<file path="src/rtl/pcl_pkg.sv">
package pcl_pkg;

   typedef enum logic [2:0] {
      ST_IDLE   = 3'd0,
      ST_SETUP  = 3'd1,
      ST_FIRST  = 3'd2,
      ST_SECOND = 3'd3,
      ST_RESULT = 3'd4
   } pcl_state_t;

   // Position of the k-th ordered pair of distinct positions out of n.
   // want_second selects the minor element of the pair.
   function automatic int pair_elem(input int k, input int n, input bit want_second);
      int cnt;
      int res;
      cnt = 0;
      res = 0;
      for (int a = 1; a <= n; a++) begin
         for (int b = 1; b <= n; b++) begin
            if (a != b) begin
               if (cnt == k) res = want_second ? b : a;
               cnt++;
            end
         end
      end
      return res;
   endfunction

endpackage

</file>
<file path="src/rtl/pcl_index_ctr.sv">
module pcl_index_ctr #(
   parameter int NPAIR = 20,
   parameter int IDX_W = 5
) (
   input  logic             clk,
   input  logic             rst,
   input  logic             freeze,
   output logic [IDX_W-1:0] sel_o
);
   localparam logic [IDX_W-1:0] LAST = IDX_W'(NPAIR - 1);

   logic [IDX_W-1:0] cnt_q;

   initial begin
      if (NPAIR < 2) $error("NPAIR must be at least 2");
      if ((1 << IDX_W) < NPAIR) $error("IDX_W too narrow for NPAIR");
   end

   always_ff @(posedge clk) begin
      if (rst) begin
         cnt_q <= '0;
         sel_o <= '0;
      end else if (freeze) begin
         sel_o <= cnt_q;
      end else begin
         cnt_q <= (cnt_q == LAST) ? '0 : cnt_q + 1'b1;
      end
   end

   AST_IDX_RANGE: assert property (@(posedge clk) disable iff (rst)
      cnt_q <= LAST);
   AST_IDX_STEP: assert property (@(posedge clk) disable iff (rst)
      (!freeze && cnt_q != LAST) |=> cnt_q == $past(cnt_q) + 1'b1);
   AST_IDX_FROZEN: assert property (@(posedge clk) disable iff (rst)
      freeze |=> (sel_o == $past(cnt_q) && $stable(cnt_q)));

endmodule

</file>
<file path="src/rtl/pcl_pair_table.sv">
module pcl_pair_table #(
   parameter int NUM_POS = 5,
   parameter int IDX_W   = 5,
   parameter int POS_W   = 3
) (
   input  logic [IDX_W-1:0] sel_i,
   output logic [POS_W-1:0] pos_a_o,
   output logic [POS_W-1:0] pos_b_o
);
   localparam int NPAIR = NUM_POS * (NUM_POS - 1);

   logic [POS_W-1:0] tbl_a [NPAIR];
   logic [POS_W-1:0] tbl_b [NPAIR];

   initial begin
      if ((1 << POS_W) <= NUM_POS) $error("POS_W too narrow for NUM_POS");
   end

   for (genvar g = 0; g < NPAIR; g++) begin : g_entry
      localparam int PA = pcl_pkg::pair_elem(g, NUM_POS, 1'b0);
      localparam int PB = pcl_pkg::pair_elem(g, NUM_POS, 1'b1);
      assign tbl_a[g] = POS_W'(PA);
      assign tbl_b[g] = POS_W'(PB);
   end

   always_comb begin
      pos_a_o = '0;
      pos_b_o = '0;
      for (int k = 0; k < NPAIR; k++) begin
         if (sel_i == IDX_W'(k)) begin
            pos_a_o = tbl_a[k];
            pos_b_o = tbl_b[k];
         end
      end
   end

endmodule

</file>
<file path="src/rtl/pcl_key_pick.sv">
module pcl_key_pick #(
   parameter int                       NUM_POS = 5,
   parameter int                       DIGIT_W = 4,
   parameter int                       POS_W   = 3,
   parameter logic [NUM_POS*DIGIT_W-1:0] KEY   = '0
) (
   input  logic [POS_W-1:0]   pos_i,
   output logic [DIGIT_W-1:0] digit_o
);
   always_comb begin
      digit_o = '0;
      for (int p = 1; p <= NUM_POS; p++) begin
         if (pos_i == POS_W'(p)) digit_o = KEY[(p-1)*DIGIT_W +: DIGIT_W];
      end
   end
endmodule

</file>
<file path="src/rtl/pcl_ctrl.sv">
module pcl_ctrl
   import pcl_pkg::*;
#(
   parameter int NUM_POS = 5,
   parameter int DIGIT_W = 4,
   parameter int POS_W   = 3
) (
   input  logic               clk,
   input  logic               rst,
   input  logic               chal,
   input  logic               load,
   input  logic [DIGIT_W-1:0] sw,
   input  logic [POS_W-1:0]   pos_a,
   input  logic [POS_W-1:0]   pos_b,
   input  logic [DIGIT_W-1:0] key_a,
   input  logic [DIGIT_W-1:0] key_b,
   output logic [POS_W-1:0]   req_pos,
   output logic               result_valid,
   output logic               match
);
   pcl_state_t        state_q;
   logic [DIGIT_W-1:0] usr_q [2];
   logic [DIGIT_W-1:0] exp_q [2];

   always_ff @(posedge clk) begin
      if (rst) begin
         state_q <= ST_IDLE;
         for (int i = 0; i < 2; i++) begin
            usr_q[i] <= '0;
            exp_q[i] <= '0;
         end
      end else if (chal) begin
         state_q <= ST_SETUP;
         for (int i = 0; i < 2; i++) begin
            usr_q[i] <= '0;
            exp_q[i] <= '0;
         end
      end else begin
         case (state_q)
            ST_SETUP: begin
               exp_q[0] <= key_a;
               exp_q[1] <= key_b;
               state_q  <= ST_FIRST;
            end
            ST_FIRST: if (load) begin
               usr_q[0] <= sw;
               state_q  <= ST_SECOND;
            end
            ST_SECOND: if (load) begin
               usr_q[1] <= sw;
               state_q  <= ST_RESULT;
            end
            default: state_q <= state_q;
         endcase
      end
   end

   always_comb begin
      req_pos = '0;
      if (state_q == ST_FIRST)  req_pos = pos_a;
      if (state_q == ST_SECOND) req_pos = pos_b;
   end

   assign result_valid = (state_q == ST_RESULT);
   assign match = result_valid && (usr_q[0] == exp_q[0]) && (usr_q[1] == exp_q[1]);

   AST_CHAL_RESTART: assert property (@(posedge clk) disable iff (rst)
      chal |=> state_q == ST_SETUP);
   AST_PAIR_DISTINCT: assert property (@(posedge clk) disable iff (rst)
      (state_q == ST_FIRST) |-> (pos_a != pos_b && pos_a != '0 && pos_b != '0
                                  && pos_a <= POS_W'(NUM_POS) && pos_b <= POS_W'(NUM_POS)));
   AST_FIRST_ADV: assert property (@(posedge clk) disable iff (rst)
      (state_q == ST_FIRST && load && !chal) |=> state_q == ST_SECOND);
   AST_SECOND_ADV: assert property (@(posedge clk) disable iff (rst)
      (state_q == ST_SECOND && load && !chal) |=> result_valid);
   AST_RESULT_HOLD: assert property (@(posedge clk) disable iff (rst)
      (result_valid && !chal) |=> (result_valid && $stable(match)));
   AST_IDLE_STAY: assert property (@(posedge clk) disable iff (rst)
      (state_q == ST_IDLE && !chal) |=> state_q == ST_IDLE);
   AST_MATCH_GATED: assert property (@(posedge clk) disable iff (rst)
      !result_valid |-> !match);

endmodule

</file>
<file path="src/rtl/pair_challenge_lock.sv">
module pair_challenge_lock #(
   parameter int                         NUM_POS = 5,
   parameter int                         DIGIT_W = 4,
   parameter int                         POS_W   = $clog2(NUM_POS + 1),
   parameter logic [NUM_POS*DIGIT_W-1:0] KEY     = 20'h75724
) (
   input  logic               clk,
   input  logic               rst,
   input  logic               chal,
   input  logic               load,
   input  logic [DIGIT_W-1:0] sw,
   output logic [POS_W-1:0]   req_pos,
   output logic               result_valid,
   output logic               match
);
   localparam int NPAIR = NUM_POS * (NUM_POS - 1);
   localparam int IDX_W = $clog2(NPAIR);

   initial begin
      if (NUM_POS < 2) $error("NUM_POS must be at least 2");
      if (DIGIT_W < 1) $error("DIGIT_W must be positive");
   end

   logic [IDX_W-1:0]   sel;
   logic [POS_W-1:0]   pos_a, pos_b;
   logic [DIGIT_W-1:0] key_a, key_b;

   pcl_index_ctr #(.NPAIR(NPAIR), .IDX_W(IDX_W)) u_idx (
      .clk(clk), .rst(rst), .freeze(chal), .sel_o(sel));

   pcl_pair_table #(.NUM_POS(NUM_POS), .IDX_W(IDX_W), .POS_W(POS_W)) u_tbl (
      .sel_i(sel), .pos_a_o(pos_a), .pos_b_o(pos_b));

   pcl_key_pick #(.NUM_POS(NUM_POS), .DIGIT_W(DIGIT_W), .POS_W(POS_W), .KEY(KEY)) u_key_a (
      .pos_i(pos_a), .digit_o(key_a));

   pcl_key_pick #(.NUM_POS(NUM_POS), .DIGIT_W(DIGIT_W), .POS_W(POS_W), .KEY(KEY)) u_key_b (
      .pos_i(pos_b), .digit_o(key_b));

   pcl_ctrl #(.NUM_POS(NUM_POS), .DIGIT_W(DIGIT_W), .POS_W(POS_W)) u_ctrl (
      .clk(clk), .rst(rst), .chal(chal), .load(load), .sw(sw),
      .pos_a(pos_a), .pos_b(pos_b), .key_a(key_a), .key_b(key_b),
      .req_pos(req_pos), .result_valid(result_valid), .match(match));

endmodule

</file>
<file path="config.mk">
export PLATFORM = sky130hd
export DESIGN_NAME = pair_challenge_lock
export DESIGN_NICKNAME = d
export VERILOG_FILES = /design/src/rtl/pcl_pkg.sv /design/src/rtl/pcl_index_ctr.sv /design/src/rtl/pcl_pair_table.sv /design/src/rtl/pcl_key_pick.sv /design/src/rtl/pcl_ctrl.sv /design/src/rtl/pair_challenge_lock.sv
export SDC_FILE = /design/constraint.sdc
export NUM_CORES = 1
export LEC_CHECK = 0
export BUFFER_PORTS_ARGS = -buffer_cell sky130_fd_sc_hd__buf_4
export CORE_MARGIN = 2
export CORE_UTILIZATION = 56
export CTS_CLUSTER_DIAMETER = 120
export DETAILED_ROUTE_END_ITERATION = 12
export GPL_ROUTABILITY_DRIVEN = 0
export PLACE_DENSITY = 0.75
export SLEW_MARGIN = 25
export SYNTH_ARGS = -nofsm -noshare
export SYNTH_HDL_FRONTEND = slang
export SYNTH_HIERARCHICAL = 1
export SYNTH_SLANG_ARGS = --single-unit
</file>
<file path="constraint.sdc">
create_clock -name clk -period 2.8 [get_ports clk]
set_clock_uncertainty 0.05 [all_clocks]
set_input_delay 0.56 -clock clk [delete_from_list [all_inputs] [get_ports clk]]
set_output_delay 0.56 -clock clk [all_outputs]
set_load 0.02 [all_outputs]
</file>
; Yosys cells after proc, flatten, opt, wreduce, memory -nomap -nowiden
; Memory sizes are Yosys's and may differ from the RTL's.
; Index checks and enable logic that the tools add are counted.
[totals]
out_inout_bits = 5
n_memories = 2
regBits = 13
elab_cells = 146
input_bits = 8
ram_bits = 14
[memory_table]
columns = memory, words, width, rd, rd_ports_with_merged_regs, write_ports, line_no
row1 = u_ctrl.usr_q, 2, 4, 2, 0, 2, pcl_ctrl.sv:22  ; logic [DIGIT_W-1:0] usr_q [2];
row2 = u_ctrl.exp_q, 2, 3, 2, 0, 2, pcl_ctrl.sv:23  ; logic [DIGIT_W-1:0] exp_q [2];
[op_classes]
add_sub_neg = 1
muxes = 83
eq_ne = 40
n_reduce_logical = 8
n_bitwise = 8
[ops]
columns = op, n
row1 = $mux 3, 44
row2 = $eq 5x4->1 const B, 8
row3 = $eq 5x5->1 const B, 5
row4 = $mux 1, 23
row5 = $eq 5x3->1 const B, 4
row6 = $mux 2, 10
row7 = $eq 3x2->1 const B, 6
row8 = $mux 4, 4
row9 = $eq 3x3->1 const B, 5
row10 = $eq 5x2->1 const B, 2
row11 = $eq 3x1->1 const B, 3
row12 = $pmux 3 s3, 1
row13 = $eq 4x4->1, 2
row14 = $or 1x1->1, 8
row15 = $ne 3x3->1 const B, 2
row16 = $reduce_and 3->1, 2
row17 = $add 5x1->5 const B, 1
row18 = $eq 5x1->1 const B, 1
row19 = $logic_not 5->1, 1
row20 = $mux 5, 1
row21 = $ne 2x2->1 const B, 2
row22 = $reduce_bool 4->1, 1
row23 = $reduce_bool 3->1, 1
row24 = $logic_and 1x1->1, 2
row25 = $reduce_or 2->1, 1

; Longest topological paths before layout
[depth]
depth_word = 28
depth_mapped = 7
ltp_nobuf = 6

; Modules after synthesis
; The synthesis kept the hierarchy.
[modules_own_cells]
columns = mod, cells_each, instances, area_each_um2, seq_area_each_um2
row1 = pcl_ctrl, 70, 1, 913.4, 540.5
row2 = pcl_index_ctr, 44, 1, 414.1, 200.2
row3 = pcl_pair_table, 24, 1, 162.7, 0.0
row4 = pcl_key_pick, 9, 2, 55.1, 0.0

; Least setup slack after synthesis
; No wires, ideal clock.
[synth_timing]
path_kind = reg2out
from = register u_ctrl.state_q[0]
to = output port match
n_path_buf = 1
arrival_ps = 1355
stages_incl_launch_ff = 5
path_slack_ps = 835
cell_sequence = dfxtp_1 buf_4 nor3b_2 nand3_1 nor4_2
[synth_between]
elab_chain_cells = 3
[synth_rtl]
columns = item, line_no
row1 = start: declaration, pcl_ctrl.sv:21  ; pcl_state_t state_q;
row2 = start signal: assignment, pcl_ctrl.sv:53  ; default: state_q <= state_q;
row3 = $eq 3x3->1, pcl_ctrl.sv:64  ; assign result_valid = (state_q == ST_RESULT);
row4 = via result_valid, pair_challenge_lock.sv:13  ; output logic result_valid,
row5 = $logic_and 1x1->1 (2 in series), pcl_ctrl.sv:65  ; assign match = result_valid && (usr_q[0] == exp_q[0]) && (usr_q[1] == exp_q[1]);
row6 = end: declaration, pair_challenge_lock.sv:14  ; output logic match
; The timed path passes the listed nets, and every way through them passes these cells.

; Final worst setup path
[layout_timing]
from = register u_idx.sel_o[3]
to = output port req_pos[1]
[layout_between]
elab_chain_cells = 22
elab_cells_between_ends = 58
classes_between = eq/ne: 19 / mux: 38 / reduce/logical: 1
[layout_rtl]
columns = item, line_no
row1 = start: declaration, pcl_index_ctr.sv:8  ; output logic [IDX_W-1:0] sel_o
row2 = start signal: assignment, pcl_index_ctr.sv:24  ; sel_o <= cnt_q;
row3 = $logic_not 5->1, pcl_pair_table.sv:30  ; if (sel_i == IDX_W'(k)) begin
row4 = $mux 2 (2 in series), pcl_pair_table.sv:30
row5 = $mux 3 (17 in series), pcl_pair_table.sv:30
row6 = $mux 3 *, pcl_pair_table.sv:30
row7 = via pos_b[1], pair_challenge_lock.sv:25  ; logic [POS_W-1:0] pos_a, pos_b;
row8 = $mux 3 *, pcl_ctrl.sv:61  ; if (state_q == ST_SECOND) req_pos = pos_b;
row9 = end: declaration, pair_challenge_lock.sv:12  ; output logic [POS_W-1:0] req_pos,
; The timed path passes the listed nets; every way through them passes the cells marked *.

==> summary.txt <==
CTS
  • Clk sinks: 29
  • Total clock buffers created by CTS: 5
  • Clk slew on worst S/H paths: ~0.080 ns
  • H-tree levels: 2
  • Hold_buf cts: 0
  • CTS root buf: clkbuf_4
  • Resize count post-CTS: 0
  • Clock Path Buffers: 2
  • TritonCTS clock tree: done
  • Clk_lat worst skew: ~0.30 ns
  • # Post-CTS Setup Buffers: 0

Yosys
  • Syn avg cell area: 10.3 um^2
  • Ys async rst share: 0
  • Seq cells post-synth: 29
  • Yosys top cell by area: edfxtp_1
  • Gate Count Post-Synth: 156
  • Synth cell types: 42
  • Mux cell area share after synthesis: 0.0438
  • EDFF count, synth: 16
  • Commonest cells in the netlist: 16 x edfxtp_1, 13 x a21oi_1, 13 x dfxtp_1
  • Main synth FF type: edfxtp_1
  • Post-Synth Simple-Gate Area: 0.248
  • Post-Synth XOR/XNOR Area: 0.0547
  • Compound-gate portion of the synthesized area: 0.116
  • Mapped Area: between 0.0015 and 0.002 mm^2
  • Largest family of logic cells by synthesized area: simple AND/OR/NAND/NOR gates
  • Post-synth top area share: 0.300
  • Syn Nets: 165
  • Top post-synthesis cells by area: edfxtp_1 30%, dfxtp_1 16%, and2_1 4.7%
  • Adder-cell share of the synthesized area: 0.00782
  • Top-count cell post-synth: edfxtp_1
  • Share of the yosys chip area belonging to registers: 0.463
  • Synth warnings: 6

Global routing
  • Largest net degree at the start of global routing: 19
  • Initial antenna violation count: 0
  • First-pass GRT wire length: between 4000 and 5000 um
  • Grt ovf: 0
  • Vias in the first global route: roughly 1.0k
  • Gr usage total: 0.187

Place
  • Detailed placer's ending HPWL: 2000 um
  • Placed Area: around 0.0017 mm^2
  • Number of port buffers: 12

Timing
  • Setup Viol. Count Final: 0
  • Slew @ Worst Pin: approximately 0.67 ns
  • Slew HR: 0.552
  • Final Hold Fails: 0
  • RSZ-0062 raised after global routing: no
  • Max-slew violations: 0
  • Hold slack: approximately 0.48 ns
  • Min cycle time layout: between 2 and 2.5 ns
  • Period utilization: 0.824
  • Final TNS setup: 0 ns
  • Fmax: between 400 and 500 MHz

Status
  • Outcome: completed

Power and ir drop
  • PD cells: ~460 mW/mm^2
  • P_leak: between 0.6 and 0.7 nW
  • Power, Total: 794 uW
  • Peak supply drop: approximately 310 uV

Cells and area
  • Layout area overhead: 6.96%
  • # fillers: approximately 240
  • Ratio of cells with drive above 1 in the final layout: 0.180
  • Diodes inserted: 0
  • Post-Route Utilization: 0.626
  • Post-route cell area: between 0.0015 and 0.002 mm^2
  • Final nets: between 150 and 200

Critical path
  • Crit start category: register
  • R2R setup slack: around 1.1 ns
  • Crit end category: output port
  • CP Class: register to output port
  • Crit path max fanout: 10
  • Data required, critical path: approximately 2.2 ns
  • Critical Path AT: roughly 1.7 ns

Routing
  • Post-route DRC: 0
  • DR iter-0 viols: about 40
  • Via count: about 1.1k
  • ANT nets after route: 0
  • Routed WL per cell: 13.3 um
  • Router iterations before antenna repair: 4
  • Vias/cell: between 5 and 6
  • WL final: ~2600 um

Die
  • Initial Util: 0.585
  • CORE AREA: 0.00273 mm^2
  • # rows: 19
  • Die ar.: approximately 0.0033 mm^2
  • Io pins: 13
  • Die Wd: 57.5 um
  • Chip Height: 57.5 um

Job
  • Maximum capacitance violations: 0

Min path
  • HP Class: register to register
per-stage QoR:
step	setup WS, ns	cells
2_1_floorplan	0.835	156
3_3_place_gp	0.893	190
3_5_place_dp	0.834	190
4_1_cts	0.476	198
5_1_grt	0.335	198
6_report	0.494	198
power by group:
part	leakage (nW)	switching (mW)	total, mW	internal [mW]
Clock	0.0326	0.126	0.249	0.124
Sequential	0.286	0.0150	0.480	0.465
Combinational	0.348	0.0327	0.0638	0.0311
per-layer routing:
layer  global-route usage  wire [um]
met1                0.255       1270
met2                0.265       1180
met5                    0          0
met4               0.0997         46
met3               0.0612        135
critical path, cell delays in order (launching register included):
cell     delay (ns)
dfxtp_1        0.55
o21ai_1        0.15
a21oi_1        0.21
o22ai_2        0.13
mux2i_1        0.14
nor2_1         0.05
buf_4          0.15
cell families after synthesis:
kind of cell               Yosys count
and+or+nand+nor                     61
other                                2
adders and majority gates            1
buffers and inverters               15
xor gates and xnor gates            10
muxes                                7
AOI/OAI and AO/OA                   31
DFF                                 29
cells in the final DEF (no fill, tap or decap), drive strengths merged:
cell / instances
a21oi: 14
a311o: 1
a31oi: 2
a32o: 1
and2: 12
and2b: 1
and3b: 1
and4bb: 1
buf: 12
clkbuf: 8
conb: 2
dfxtp: 13
edfxtp: 16
ha: 1
inv: 6
mux2i: 7
nand2: 7
nand2b: 10
nand3: 1
nand3b: 3
nand4: 1
nand4b: 1
nor2: 11
nor2b: 3
nor3: 4
nor3b: 2
nor4: 2
o21ai: 12
o22ai: 1
or3: 1
xnor2: 7
xor2: 3
state kept, by name (all words and copies together) (netlist names):
signal and cells:
u_ctrl/exp_q 8, u_ctrl/usr_q 8, u_idx/cnt_q 5, u_idx/sel_o 5, u_ctrl/state_q 3
worst paths after layout:
check	start	end	cells after the start
setup reg to reg	u_idx/sel_o[3]$_SDFFE_PP0P_	u_ctrl/exp_q[0][6]$_SDFFCE_PN0P_	6
setup / recovery	u_idx/sel_o[3]$_SDFFE_PP0P_	req_pos[1]	6
hold reg to reg	u_idx/cnt_q[1]$_SDFFE_PP0N_	u_idx/cnt_q[1]$_SDFFE_PP0N_	2
hold / removal	u_idx/cnt_q[1]$_SDFFE_PP0N_	u_idx/cnt_q[1]$_SDFFE_PP0N_	2
final cells by class:
cell class	count	area (um^2)	area share
Inverter	6	22.5	0.0132
Multi-Input combinational cell	112	761	0.444
Sequential cell	29	741	0.433
Clock buffer	8	58.8	0.0344
Timing Repair Buffer	12	90.1	0.0526
Tap cell	31	38.8	0.0227
(Power assumes the default switching activity.)
